File: src/rtl/rxm_pkg.sv
package rxm_pkg;
    typedef enum logic [1:0] {
        ST_IDLE,
        ST_FIFO,
        ST_MB,
        ST_HOLD
    } rxm_state_e;
endpackage

File: src/rtl/rxm_cmp.sv
module rxm_cmp #(
    parameter int KEY_W = 30
) (
    input  logic [KEY_W-1:0] rx_key_i,
    input  logic [KEY_W-1:0] ent_key_i,
    input  logic [KEY_W-1:0] ent_mask_i,
    output logic             hit_o
);
    // Only bits with a mask of 1 take part in the comparison.
    assign hit_o = ((rx_key_i ^ ent_key_i) & ent_mask_i) == '0;
endmodule

File: src/rtl/rxm_smb.sv
module rxm_smb #(
    parameter int KEY_W  = 30,
    parameter int DATA_W = 64
) (
    input  logic              clk,
    input  logic              rst_n,
    input  logic              load_i,
    input  logic [KEY_W-1:0]  key_i,
    input  logic              rtr_i,
    input  logic [3:0]        dlc_i,
    input  logic [DATA_W-1:0] data_i,
    input  logic              self_i,
    output logic [KEY_W-1:0]  key_o,
    output logic              rtr_o,
    output logic [3:0]        dlc_o,
    output logic [DATA_W-1:0] data_o,
    output logic              self_o
);
    // Hidden holding buffer: captured once per frame, stable until the next one.
    always_ff @(posedge clk or negedge rst_n) begin
        if (!rst_n) begin
            key_o  <= '0;
            rtr_o  <= 1'b0;
            dlc_o  <= '0;
            data_o <= '0;
            self_o <= 1'b0;
        end else if (load_i) begin
            key_o  <= key_i;
            rtr_o  <= rtr_i;
            dlc_o  <= dlc_i;
            data_o <= data_i;
            self_o <= self_i;
        end
    end
endmodule

File: src/rtl/rxm_scan.sv
module rxm_scan
    import rxm_pkg::*;
#(
    parameter int FIFO_N = 8,
    parameter int NUM_MB = 16,
    parameter int IDX_W  = 4,
    localparam int FIFO_W = $clog2(FIFO_N),
    localparam int MB_W   = $clog2(NUM_MB)
) (
    input  logic              clk,
    input  logic              rst_n,
    input  logic              start_i,
    input  logic              drop_i,
    input  logic              fifo_go_i,
    input  logic              fifo_hit_i,
    input  logic              mb_hit_i,
    input  logic              err_i,
    input  logic              eof6_i,
    output logic [FIFO_W-1:0] fifo_idx_o,
    output logic [MB_W-1:0]   mb_idx_o,
    output logic              mv_valid_o,
    output logic              mv_to_fifo_o,
    output logic [IDX_W-1:0]  mv_idx_o
);
    localparam int SCAN_MAX = FIFO_N + NUM_MB;
    localparam int CYC_W    = $clog2(SCAN_MAX + 2) + 1;

    rxm_state_e        state_q, state_d;
    logic [FIFO_W-1:0] fifo_idx_q, fifo_idx_d;
    logic [MB_W-1:0]   mb_idx_q, mb_idx_d;
    logic              has_win_q, has_win_d;
    logic              win_fifo_q, win_fifo_d;
    logic [IDX_W-1:0]  win_idx_q, win_idx_d;
    logic              err_q, err_d;
    logic [CYC_W-1:0]  scan_cyc_q;
    logic              move_now;

    assign fifo_idx_o = fifo_idx_q;
    assign mb_idx_o   = mb_idx_q;

    // Next state and scan bookkeeping
    always_comb begin
        state_d    = state_q;
        fifo_idx_d = fifo_idx_q;
        mb_idx_d   = mb_idx_q;
        has_win_d  = has_win_q;
        win_fifo_d = win_fifo_q;
        win_idx_d  = win_idx_q;
        err_d      = err_q | err_i;
        unique case (state_q)
            ST_IDLE: ;
            ST_FIFO: begin
                if (fifo_hit_i) begin
                    has_win_d  = 1'b1;
                    win_fifo_d = 1'b1;
                    win_idx_d  = IDX_W'(fifo_idx_q);
                    state_d    = ST_HOLD;
                end else if (fifo_idx_q == FIFO_W'(FIFO_N - 1)) begin
                    mb_idx_d = '0;
                    state_d  = ST_MB;
                end else begin
                    fifo_idx_d = fifo_idx_q + 1'b1;
                end
            end
            ST_MB: begin
                if (mb_hit_i) begin
                    has_win_d  = 1'b1;
                    win_fifo_d = 1'b0;
                    win_idx_d  = IDX_W'(mb_idx_q);
                    state_d    = ST_HOLD;
                end else if (mb_idx_q == MB_W'(NUM_MB - 1)) begin
                    state_d = ST_HOLD;
                end else begin
                    mb_idx_d = mb_idx_q + 1'b1;
                end
            end
            ST_HOLD: ;
            default: state_d = ST_IDLE;
        endcase
        if (eof6_i && state_q != ST_IDLE) begin
            state_d = ST_IDLE;
        end
        if (start_i) begin
            fifo_idx_d = '0;
            mb_idx_d   = '0;
            has_win_d  = 1'b0;
            win_fifo_d = 1'b0;
            win_idx_d  = '0;
            err_d      = 1'b0;
            if (drop_i) begin
                state_d = ST_HOLD;
            end else if (fifo_go_i) begin
                state_d = ST_FIFO;
            end else begin
                state_d = ST_MB;
            end
        end
    end

    // State register
    always_ff @(posedge clk or negedge rst_n) begin
        if (!rst_n) begin
            state_q    <= ST_IDLE;
            fifo_idx_q <= '0;
            mb_idx_q   <= '0;
            has_win_q  <= 1'b0;
            win_fifo_q <= 1'b0;
            win_idx_q  <= '0;
            err_q      <= 1'b0;
            scan_cyc_q <= '0;
        end else begin
            state_q    <= state_d;
            fifo_idx_q <= fifo_idx_d;
            mb_idx_q   <= mb_idx_d;
            has_win_q  <= has_win_d;
            win_fifo_q <= win_fifo_d;
            win_idx_q  <= win_idx_d;
            err_q      <= err_d;
            if (start_i) begin
                scan_cyc_q <= '0;
            end else if (state_q == ST_FIFO || state_q == ST_MB) begin
                scan_cyc_q <= scan_cyc_q + 1'b1;
            end
        end
    end

    assign move_now = (state_q == ST_HOLD) && eof6_i && has_win_q && !err_q && !err_i;

    // Outputs: the write command
    always_ff @(posedge clk or negedge rst_n) begin
        if (!rst_n) begin
            mv_valid_o   <= 1'b0;
            mv_to_fifo_o <= 1'b0;
            mv_idx_o     <= '0;
        end else begin
            mv_valid_o <= move_now;
            if (move_now) begin
                mv_to_fifo_o <= win_fifo_q;
                mv_idx_o     <= win_idx_q;
            end
        end
    end


    scan_bound_chk: assert property (@(posedge clk) disable iff (!rst_n)
        (state_q == ST_FIFO || state_q == ST_MB) |-> scan_cyc_q < CYC_W'(SCAN_MAX));


    fifo_skip_chk: assert property (@(posedge clk) disable iff (!rst_n)
        (start_i && !fifo_go_i) |=> state_q != ST_FIFO);
endmodule

File: src/rtl/can_rx_match.sv
module can_rx_match #(
    parameter int FIFO_N = 8,
    parameter int NUM_MB = 16,
    parameter int KEY_W  = 30,
    parameter int DATA_W = 64,
    localparam int FIFO_W = $clog2(FIFO_N),
    localparam int MB_W   = $clog2(NUM_MB),
    localparam int IDX_W  = (MB_W > FIFO_W) ? MB_W : FIFO_W
) (
    input  logic                    clk,
    input  logic                    rst_n,
    input  logic                    crc_start_i,
    input  logic                    eof6_i,
    input  logic                    proto_err_i,
    input  logic                    self_tx_i,
    input  logic                    self_rx_dis_i,
    input  logic [KEY_W-1:0]        rx_key_i,
    input  logic                    rx_rtr_i,
    input  logic [3:0]              rx_dlc_i,
    input  logic [DATA_W-1:0]       rx_data_i,
    input  logic                    fifo_en_i,
    input  logic                    fifo_full_i,
    input  logic [FIFO_N*KEY_W-1:0] fifo_key_i,
    input  logic [FIFO_N*KEY_W-1:0] fifo_mask_i,
    input  logic [NUM_MB*KEY_W-1:0] mb_key_i,
    input  logic [NUM_MB*KEY_W-1:0] mb_mask_i,
    input  logic [NUM_MB-1:0]       mb_free_i,
    output logic                    mv_valid_o,
    output logic                    mv_to_fifo_o,
    output logic [IDX_W-1:0]        mv_idx_o,
    output logic [KEY_W-1:0]        mv_key_o,
    output logic                    mv_rtr_o,
    output logic [3:0]              mv_dlc_o,
    output logic [DATA_W-1:0]       mv_data_o
);
    logic [KEY_W-1:0]  smb_key;
    logic              smb_self;
    logic [FIFO_W-1:0] fifo_idx;
    logic [MB_W-1:0]   mb_idx;
    logic              fifo_cmp_hit, mb_cmp_hit;

    rxm_smb #(.KEY_W(KEY_W), .DATA_W(DATA_W)) u_smb (
        .clk    (clk),
        .rst_n  (rst_n),
        .load_i (crc_start_i),
        .key_i  (rx_key_i),
        .rtr_i  (rx_rtr_i),
        .dlc_i  (rx_dlc_i),
        .data_i (rx_data_i),
        .self_i (self_tx_i),
        .key_o  (smb_key),
        .rtr_o  (mv_rtr_o),
        .dlc_o  (mv_dlc_o),
        .data_o (mv_data_o),
        .self_o (smb_self)
    );

    assign mv_key_o = smb_key;

    rxm_cmp #(.KEY_W(KEY_W)) u_cmp_fifo (
        .rx_key_i   (smb_key),
        .ent_key_i  (fifo_key_i[fifo_idx*KEY_W +: KEY_W]),
        .ent_mask_i (fifo_mask_i[fifo_idx*KEY_W +: KEY_W]),
        .hit_o      (fifo_cmp_hit)
    );

    rxm_cmp #(.KEY_W(KEY_W)) u_cmp_mb (
        .rx_key_i   (smb_key),
        .ent_key_i  (mb_key_i[mb_idx*KEY_W +: KEY_W]),
        .ent_mask_i (mb_mask_i[mb_idx*KEY_W +: KEY_W]),
        .hit_o      (mb_cmp_hit)
    );

    rxm_scan #(.FIFO_N(FIFO_N), .NUM_MB(NUM_MB), .IDX_W(IDX_W)) u_scan (
        .clk          (clk),
        .rst_n        (rst_n),
        .start_i      (crc_start_i),
        .drop_i       (self_tx_i && self_rx_dis_i),
        .fifo_go_i    (fifo_en_i && !fifo_full_i),
        .fifo_hit_i   (fifo_cmp_hit),
        .mb_hit_i     (mb_cmp_hit && mb_free_i[mb_idx]),
        .err_i        (proto_err_i),
        .eof6_i       (eof6_i),
        .fifo_idx_o   (fifo_idx),
        .mb_idx_o     (mb_idx),
        .mv_valid_o   (mv_valid_o),
        .mv_to_fifo_o (mv_to_fifo_o),
        .mv_idx_o     (mv_idx_o)
    );


    move_after_eof_chk: assert property (@(posedge clk) disable iff (!rst_n)
        mv_valid_o |-> $past(eof6_i));


    move_pulse_chk: assert property (@(posedge clk) disable iff (!rst_n)
        mv_valid_o |=> !mv_valid_o);


    move_no_err_chk: assert property (@(posedge clk) disable iff (!rst_n)
        mv_valid_o |-> !$past(proto_err_i));


    self_drop_chk: assert property (@(posedge clk) disable iff (!rst_n)
        mv_valid_o |-> !(smb_self && self_rx_dis_i));


    mb_free_chk: assert property (@(posedge clk) disable iff (!rst_n)
        (mv_valid_o && !mv_to_fifo_o) |-> mb_free_i[mv_idx_o[MB_W-1:0]]);


    fifo_enabled_chk: assert property (@(posedge clk) disable iff (!rst_n)
        (mv_valid_o && mv_to_fifo_o) |-> fifo_en_i);
endmodule

File: config.mk
export PLATFORM = sky130hd
export DESIGN_NAME = can_rx_match
export DESIGN_NICKNAME = d
export VERILOG_FILES = /design/src/rtl/rxm_pkg.sv /design/src/rtl/rxm_cmp.sv /design/src/rtl/rxm_smb.sv /design/src/rtl/rxm_scan.sv /design/src/rtl/can_rx_match.sv
export SDC_FILE = /design/constraint.sdc
export NUM_CORES = 1
export LEC_CHECK = 0
export ABC_AREA = 1
export BUFFER_PORTS_ARGS = -buffer_cell sky130_fd_sc_hd__buf_2
export CORE_AREA = 2 2 657 659
export DETAILED_ROUTE_END_ITERATION = 16
export DIE_AREA = 0 0 659 661
export GPL_ROUTABILITY_DRIVEN = 1
export PLACE_DENSITY = 0.3
export RECOVER_POWER = 100
export SYNTH_ARGS = -nofsm -noshare
export SYNTH_HDL_FRONTEND = slang
export SYNTH_SLANG_ARGS = --single-unit
File: constraint.sdc
create_clock -name clk -period 4.57 [get_ports clk]
set_input_delay 0.914 -clock clk [delete_from_list [all_inputs] [get_ports clk]]
set_output_delay 0.914 -clock clk [all_outputs]
set_load 0.02 [all_outputs]
-- Yosys cells after proc, flatten, opt, wreduce, memory -nomap -nowiden
Index checks and enable logic that the tools add are counted.
Widths: inputs -> output; s select.
- input port bits: 1564
- output and inout port bits: 105
- logic and storage cells: 97
- flip-flop bits (word level): 121
- reductions and logical operators: 21
- magnitude comparators: 1
- equal/unequal tests: 15
- shift-type cells: 4
- multiply operators: 2
- bitwise logic cells: 5
- mux-type cells: 33
- add/subtract/negate cells: 2
- operator list (operator ; number):
    $shiftx 480x10->30 ; 2
    $shiftx 240x9->30 ; 2
    $and 30x30->30 ; 2
    $logic_not 30->1 ; 2
    $xor 30x30->30 ; 2
    $mux 4 ; 8
    $mux 2 ; 8
    $pmux 4 s2 ; 2
    $mux 3 ; 4
    $ne 3x3->1 const B ; 4
    $reduce_and 3->1 ; 3
    $logic_and 1x1->1 ; 8
    $mul 4x4->8 const B ; 1
    $mul 3x4->7 const B ; 1
    $mux 1 ; 7
    $ne 3x2->1 const B ; 2
    $lt 4x5->1 const B ; 1
    $ne 5x2->1 const B ; 1
    $ne 5x3->1 const B ; 1
    $reduce_and 5->1 ; 1
    $add 4x1->4 const B ; 1
    $bmux 1 s4 ; 1
    $eq 2x2->1 const B ; 2
    $eq 4x4->1 const B ; 1
    other kinds (11) ; 16

-- Logic depth before layout (Yosys ltp)
Gate-level depths: netlist of the first run.
- depth after elaboration: 10
- depth in mapped cells: 23
- mapped depth without buffers: 20

-- Cells and area by module
Synthesis of the first run repeated with hierarchy kept, for this count alone.
- cells, all modules: 3505
- area, all modules: 19477.4 µm²
- by module, submodules not included (module ; cells each ; area each (µm²) ; sequential area each (µm²) ; instances):
    can_rx_match ; 2614 ; 13269.0 ; 0.0 ; 1
    rxm_smb ; 422 ; 3802.4 ; 2502.4 ; 1
    rxm_cmp ; 159 ; 609.3 ; 0.0 ; 2
    rxm_scan ; 151 ; 1187.4 ; 550.5 ; 1

-- Worst setup path after synthesis of the first run
OpenSTA, ideal clock, no wires.
- path kind: input port to flip-flop
- start point: in mb_mask_i[387]
- end point: reg u_scan.has_win_q
- library setup time: 127 ps
- buffers on the path: 1
- setup slack: 2210 ps
- stages: 18
- required time: 4443 ps
- arrival time: 2233 ps
- path through: or2_2 nand3_1 nand2_1 nor2_1 nand2_1 nand2_1 inv_1 nand3_1 nand2_1 nor2_1 nand2_1 nor2_1 nand2_1 nand2_1 nand2_1 buf_6 nand2_1 o21ai_2
- word-level cells in the longest chain between the ends: 6
- RTL lines (item ; line ; text):
    start: declaration ; can_rx_match.sv:26 ; input logic [NUM_MB*KEY_W-1:0] mb_mask_i,
    $shiftx 480x10->30 ; can_rx_match.sv:70 ; .ent_mask_i (mb_mask_i[mb_idx*KEY_W +: KEY_W]),
    $and 30x30->30 ; rxm_cmp.sv:10 ; assign hit_o = ((rx_key_i ^ ent_key_i) & ent_mask_i) == '0;
    $logic_not 30->1 ; rxm_cmp.sv:10 ;
    $logic_and 1x1->1 ; can_rx_match.sv:81 ; .mb_hit_i (mb_cmp_hit && mb_free_i[mb_idx]),
    $ne 3x2->1 (no source line) ; n/a ;
    $reduce_and 3->1 (no source line) ; n/a ;
    end signal: assignment ; rxm_scan.sv:115 ; has_win_q <= has_win_d;
    end: declaration ; rxm_scan.sv:31 ; logic has_win_q, has_win_d;
No other way between the ends.
A chain may end at the register's enable or synchronous reset.

-- Worst setup path after layout of the first run
- start point: reg u_scan.mb_idx_q[0], in the netlist u_scan.mb_idx_o[0]
- end point: reg u_scan.win_idx_q[3]
- word-level cells in the longest chain between the ends: 8
- elaborated cells between the ends (all ways): 11
- classes of those cells: mul: 1; eq/ne: 1; shift: 2; mux: 2; bitwise: 2; reduce/logical: 3
- RTL lines (item ; line ; text):
    start: declaration ; rxm_scan.sv:30 ; logic [MB_W-1:0] mb_idx_q, mb_idx_d;
    start signal: assignment ; rxm_scan.sv:114 ; mb_idx_q <= mb_idx_d;
    $mul 4x4->8 ; can_rx_match.sv:69, can_rx_match.sv:70 ;
    $shiftx 480x10->30 ; can_rx_match.sv:69 ; .ent_key_i (mb_key_i[mb_idx*KEY_W +: KEY_W]),
    $xor 30x30->30 ; rxm_cmp.sv:10 ;
    $and 30x30->30 ; rxm_cmp.sv:10 ;
    $logic_not 30->1 ; rxm_cmp.sv:10 ;
    $logic_and 1x1->1 (*) ; can_rx_match.sv:81 ;
    $ne 3x2->1 (no source line) (*) ; n/a ;
    $reduce_and 3->1 (no source line) (*) ; n/a ;
    end signal: assignment ; rxm_scan.sv:117 ; win_idx_q <= win_idx_d;
    end: declaration ; rxm_scan.sv:33 ; logic [IDX_W-1:0] win_idx_q, win_idx_d;
Every way passes the cells marked *; elsewhere a longest branch is shown, timed or not. The select of a mux whose other input is x is not followed.

==> results of run 1 <==
## cell families after synthesis
family / count (synthesis) / synth area share, %
and+or+nand+nor: 2959 / 61.25
buffers and inverters: 469 / 10.62
AOI/OAI and AO/OA: 448 / 12.46
DFF: 121 / 15.22
xor gates and xnor gates: 6 / 0.2641
adders and majority gates: 3 / 0.1887
## through the flow
step / setup TNS [ns] / hold WS, ns / worst slack (ns) / utilization [%] / instances
global route: 0 / 0.4874 / 0.05074 / 8.535 / 11360
global placement: -2.853 / 0.4567 / -0.4648 / 8.394 / 11300
finish: 0 / 0.4676 / 0.3852 / 8.557 / 11400
floorplan: 0 / 0.4467 / 2.210 / - / 4006
CTS: 0 / 0.4518 / 0.04662 / 8.566 / 11330
detailed placement: -1.864 / 0.4543 / -0.3309 / 8.394 / 11300
## worst max path at each step
stage / to / slack [ns] / cells after the start
after floorplan: u_scan.has_win_q / 2.21 / 18
after global placement: u_scan.win_idx_q[3] / -0.46 / 17
after detailed placement: u_scan.win_idx_q[3] / -0.33 / 19
after CTS: u_scan.has_win_q / 0.05 / 19
after global routing: u_scan.has_win_q / 0.05 / 19
final: u_scan.win_idx_q[3] / 0.39 / 18
## worst min-delay path, delay by kind of cell (launching register included)
kind,cells,cell delay [ns]
flops,1,0.34
simple gates,2,0.10
## where the power goes
part           internal [uW]  switching, uW  leakage (uW)
Combinational           3150           8410        0.0162
Clock                   1100            686      0.000355
Sequential              1200            181       0.00149
Total                   5450           9280        0.0180
## flip-flops by register name (all words and copies together) (netlist names), 2 cells and up
signal             count
u_smb.data_o          64
u_smb.key_o           30
u_scan.mb_idx_o        4
u_scan.mv_idx_o        4
u_scan.win_idx_q       4
u_smb.dlc_o            4
u_scan.fifo_idx_o      3
u_scan.state_q         2
## what timing repair did
item,4_1_cts,5_1_grt
gates resized for setup,4,1
hold endpoints to repair,0,0
endpoints found under the setup margin,8,6
## cell type report
class | instances | area, um^2
Antenna cell | 73 | 182.7
Clock buffer | 32 | 691.9
Clock inverter | 1 | 30.03
Fill cell | 51520 | 392400
Inverter | 174 | 703.2
Multi-Input combinational cell | 3416 | 14760
Sequential cell | 121 | 3048
Tap cell | 5710 | 7144
Timing Repair Buffer | 1874 | 10160
## synth_stat cells, drive strengths merged
| cell type | count |
|---|---|
| o211ai | 37 |
| nand3b | 16 |
| or2 | 29 |
| o22ai | 11 |
| nand4 | 3 |
| buf | 236 |
| a22oi | 39 |
| xnor2 | 1 |
| xor2 | 5 |
| a211oi | 2 |
| o21bai | 1 |
| o21ai | 213 |
| and3 | 2 |
| clkbuf | 59 |
| nand3 | 728 |
| nor3 | 2 |
| nor2 | 443 |
| dfrtp | 121 |
| inv | 174 |
| a21oi | 144 |
| ha | 3 |
| nand2 | 1736 |
| o21a | 1 |
## layer usage
layer / part of all wire [%] / global-route usage [%] / wire length, um / up-vias
met4: 1.8 / 1.978 / 6189 / 114
met2: 47 / 25.12 / 158500 / 1943
met3: 7.6 / 4.051 / 25440 / 522
li1: - / - / - / 16200
met1: 43 / 18.69 / 143900 / 16470
met5: 0.20 / 0 / 686 / -
==> flow_metrics.py, run 1 <==
metrics = {
    "yosys": {
        "synth.top_cells.by_area": "nand2_1, nand3_1, dfrtp_1, nor2_1, buf_2",
        "ys_seq_area_share_pct": 15.22,
        "synth_area_per_cell_um2": 4.967,
        "yosys.area.top_type": "nand2_1",
        "ys_types": 34,
        "synth-seq-cells": 121,
        "synth_area_um2": 19900,
        "syn_inst": 4006,
        "synth_top_area_share_pct": 32.71,
        "synth_warnings": 0,
        "synth_fp_nets": 5573,
    },
    "setup_path": {
        "r2r_cells": 18,
        "cp_max_fo": 18,
        "crit_type": "flop to flop",
        "rrSetupSlack_ns": 0.39,
        "start_kind": "flop",
        "path_buf_inv": 3,
        "path_cells": "buf_12 > buf_4 > nand2_1 > nand3_1 > nand3_1 > nand4_1 > nand2_1 > inv_1 > nand3_1 > nand2_1 > nor2_1 > nand2_1 > nor2_1 > nand2_2 > nand2_2 > nand2_2 > nand2_1 > o21ai_0",
        "critPathTopFamily": "simple AND/OR/NAND/NOR gates",
        "critPathArrivalTime_ns": 4.59,
        "cp-startpoint": "u_scan.mb_idx_o[0]",
        "reg2reg_from": "u_scan.mb_idx_o[0]",
        "cp.required_ns": 4.98,
        "end_kind": "flop",
        "cp_common_cell": "nand2_1",
        "r2r_end": "u_scan.win_idx_q[3]",
        "slowest_stage": "dfrtp_4",
        "max_stage_delay_ns": 0.59,
    },
    "place": {
        "placement.io_buffers": 1668,
        "routabilityCongestion": 0.8884,
        "place_area_um2": 36020,
        "dp_hpwl_um": 301000,
    },
    "sta": {
        "setup_viol_count_final": 0,
        "clock.fmax_mhz": 239.0,
        "slew_violations": 257,
        "grt_setup_unrepaired": "false",
        "worst_clock_skew_ns": 0.03067,
        "period_needed_ns": 4.185,
        "post-route-period-util_pct": 91.57,
        "hold_violations": 0,
        "slew_headroom_pct": -106.8,
        "tightest_slew_ns": 3.102,
    },
    "grt": {
        "grt_pass1_vias": 33750,
        "grt_overflow_total": 0,
        "grt_first_pass_wirelength_um": 404700,
        "antenna_found_initial": 338,
        "grt_start_max_net_pins": 94,
        "track_usage_pct": 14.69,
    },
    "floorplan": {
        "ioPinCount": 1669,
        "rows": 241,
        "start_util_pct": 4.637,
        "dieArea_um2": 435600,
        "coreArea_um2": 429100,
        "die_w_um": 659,
        "die_h_um": 661,
    },
    "power_and_ir_drop": {
        "leakage_uw": 0.01802,
        "p_total_uw": 14730,
        "irDropWorstVdd_uv": 278.0,
        "power_density_nw_per_um2": 401.2,
    },
    "routing": {
        "post_drt_wl_per_cell_um": 29.35,
        "wirelength_um": 334700,
        "initialDrtViolationCount": 3003,
        "via_per_inst": 3.091,
        "antenna_left": 0,
        "drcViolationCount": 0,
        "firstDrtPassIters": 5,
        "vias": 35240,
    },
    "clocking": {
        "cts_hold_buffers": 0,
        "numCtsBuffers": 25,
        "clk_latency_ns": 0.54,
        "cts.sinks": 121,
        "cts_root_buf": "clkbuf_16",
        "htreeDepth": 4,
        "post-cts-setup-buffers": 0,
        "path_clk_slew_ns": 0.07,
        "cts_tree": "yes",
        "cts_buffer_depth": 3,
    },
    "layout": {
        "final_nets": 7179,
        "final_common_cell": "nand2_1",
        "layout_common_cells": "nand2_1, buf_2, nand3_1",
        "drive_above_1_share_pct": 32.88,
        "final_area_um2": 36720,
        "syn_to_final_growth_pct": 84.53,
    },
    "hold_path": {
        "holdPathEnd": "u_smb.data_o[17]",
        "min_path_cells": 2,
        "min_path_type": "flop to flop",
        "hp-start": "u_smb.data_o[17]",
    },
    "status": {
        "status": "finished, violations left",
        "failed_checks": "capacitance limit, slew limit",
    },
    "flow_run": {
        "drv_cap": 5,
    },
}
Power figures use the tool's default switching activity.
==> inputs of run 2 (changes only) <==
- CORE_AREA: 2 2 657 659 -> 4 4 640 642
- DIE_AREA: 0 0 659 661 -> 0 0 644 646
==> flow_metrics.py, run 2 (synthesized netlist as in run 1, its figures left out) <==
metrics = {
    "routing": {
        "post_drt_wl_per_cell_um": 29.75,
        "drcViolationCount": 0,
        "vias": 34930,
        "via_per_inst": 3.149,
        "wirelength_um": 330000,
        "antenna_left": 0,
        "firstDrtPassIters": 5,
        "initialDrtViolationCount": 2872,
    },
    "flow_run": {
        "drv_cap": 4,
    },
    "floorplan": {
        "ioPinCount": 1669,
        "coreArea_um2": 404600,
        "dieArea_um2": 416000,
        "die_h_um": 646,
        "die_w_um": 644,
        "rows": 234,
        "start_util_pct": 4.918,
    },
    "layout": {
        "layout_common_cells": "nand2_1, buf_2, nand3_1",
        "top_regs": "u_smb.data_o x64, u_smb.key_o x30",
        "instances_no_fill": 11090,
        "utilization_pct": 8.962,
        "syn_to_final_growth_pct": 82.24,
        "final_nets": 7174,
        "drive_above_1_share_pct": 32.86,
        "largest_reg_flops": 64,
        "final_area_um2": 36260,
        "regMostFlops": "u_smb.data_o",
        "final_common_cell": "nand2_1",
    },
    "status": {
        "status": "finished, violations left",
        "failed_checks": "capacitance limit, slew limit",
    },
    "sta": {
        "slew_headroom_pct": -96.93,
        "worst_clock_skew_ns": 0.03542,
        "slew_violations": 202,
        "hold_violations": 0,
        "clock.fmax_mhz": 231.1,
        "setup_viol_count_final": 0,
        "period_needed_ns": 4.328,
        "worst_hold_slack_ns": 0.4054,
        "grt_setup_unrepaired": "false",
        "tightest_slew_ns": 2.954,
        "post-route-period-util_pct": 94.70,
    },
    "place": {
        "dp.cells": 11010,
        "routabilityCongestion": 0.9009,
        "dp_hpwl_um": 294300,
        "placement.io_buffers": 1668,
        "place_area_um2": 35600,
    },
    "grt": {
        "track_usage_pct": 15.10,
        "grt_first_pass_wirelength_um": 403300,
        "grt_pass1_vias": 34100,
        "grt_start_max_net_pins": 102,
        "grt_overflow_total": 0,
        "antenna_found_initial": 307,
    },
    "power_and_ir_drop": {
        "power_density_nw_per_um2": 398.9,
        "irDropWorstVdd_uv": 222.4,
        "leakage_uw": 0.01799,
        "p_total_uw": 14460,
    },
    "setup_path": {
        "end_kind": "flop",
        "start_kind": "flop",
        "cp_max_fo": 101,
        "critPathArrivalTime_ns": 4.69,
        "rrSetupSlack_ns": 0.24,
        "cp.required_ns": 4.93,
        "crit_type": "flop to flop",
    },
    "clocking": {
        "htreeDepth": 4,
        "cts_hold_buffers": 0,
        "clk_latency_ns": 0.54,
        "cts.sinks": 121,
        "path_clk_slew_ns": 0.08,
        "cts_buffer_depth": 3,
        "numCtsBuffers": 25,
        "cts_root_buf": "clkbuf_16",
        "cts_tree": "yes",
    },
    "hold_path": {
        "min_path_type": "primary input to asynchronous set/reset pin",
    },
}
==> run 2: cell type report <==
type | instances | area (um^2)
Tap cell | 5428 | 6792
Timing Repair Buffer | 1869 | 10150
Antenna cell | 50 | 125.1
Clock buffer | 32 | 671.9
Inverter | 174 | 703.2
Fill cell | 48840 | 368400
Multi-Input combinational cell | 3416 | 14770
Sequential cell | 121 | 3050
==> run 2: worst max-delay path, cell delays in order (launching register included) <==
cell     delay, ns
dfrtp_4       0.62
buf_16        0.22
or2_2         0.52
nand3_1       0.07
nand2_1       0.27
nor2_1        0.44
nand2_1       0.09
nand2_1       0.07
inv_1         0.10
nand3_1       0.10
nand2_1       0.10
nor2_1        0.18
nand2_1       0.11
nor2_1        0.14
nand2_1       0.16
buf_12        0.18
nand2_1       0.08
nand2_1       0.10
buf_12        0.16
nand2_1       0.05
o21ai_0       0.07
==> run 2: worst paths after layout <==
path	cells past startpoint	startpoint	endpoint
max in group asynchronous	2	rst_n	u_smb.key_o[29]
min reg2reg	2	u_smb.data_o[44]	u_smb.data_o[44]
min in group clk	2	u_smb.data_o[44]	u_smb.data_o[44]
min	1	rst_n	u_smb.data_o[16]
max	20	u_scan.mb_idx_o[0]	u_scan.has_win_q
max reg2reg	20	u_scan.mb_idx_o[0]	u_scan.has_win_q
==> run 2: report_power, final <==
part / switching (uW) / internal [uW]
Combinational: 8300 / 3140
Clock: 661 / 1010
Sequential: 146 / 1210
==> run 2: timing repair <==
action	in CTS	in global routing
pin swaps	0	1
endpoints found under the setup margin	11	6
setup buffers	1	1
resized for setup	3	5
==> run 2: per-layer routing <==
| metal | global-route usage [%] | vias up | part of all wire [%] |
|---|---|---|---|
| met4 | 1.282 | 110 | 1.3 |
| met5 | 0 | - | 0.21 |
| met1 | 19.45 | 16420 | 43 |
| met2 | 25.91 | 1814 | 48 |
| li1 | - | 16160 | - |
| met3 | 4.153 | 430 | 7.7 |
==> run 2: metrics by stage <==
step	TNS (ns)	setup slack, ns
final	0	0.2423
after detailed placement	-0.4501	-0.07964
after global placement	-2.565	-0.2681
after global routing	0	0.005756
after CTS	0	0.02236
after floorplan	0	2.210
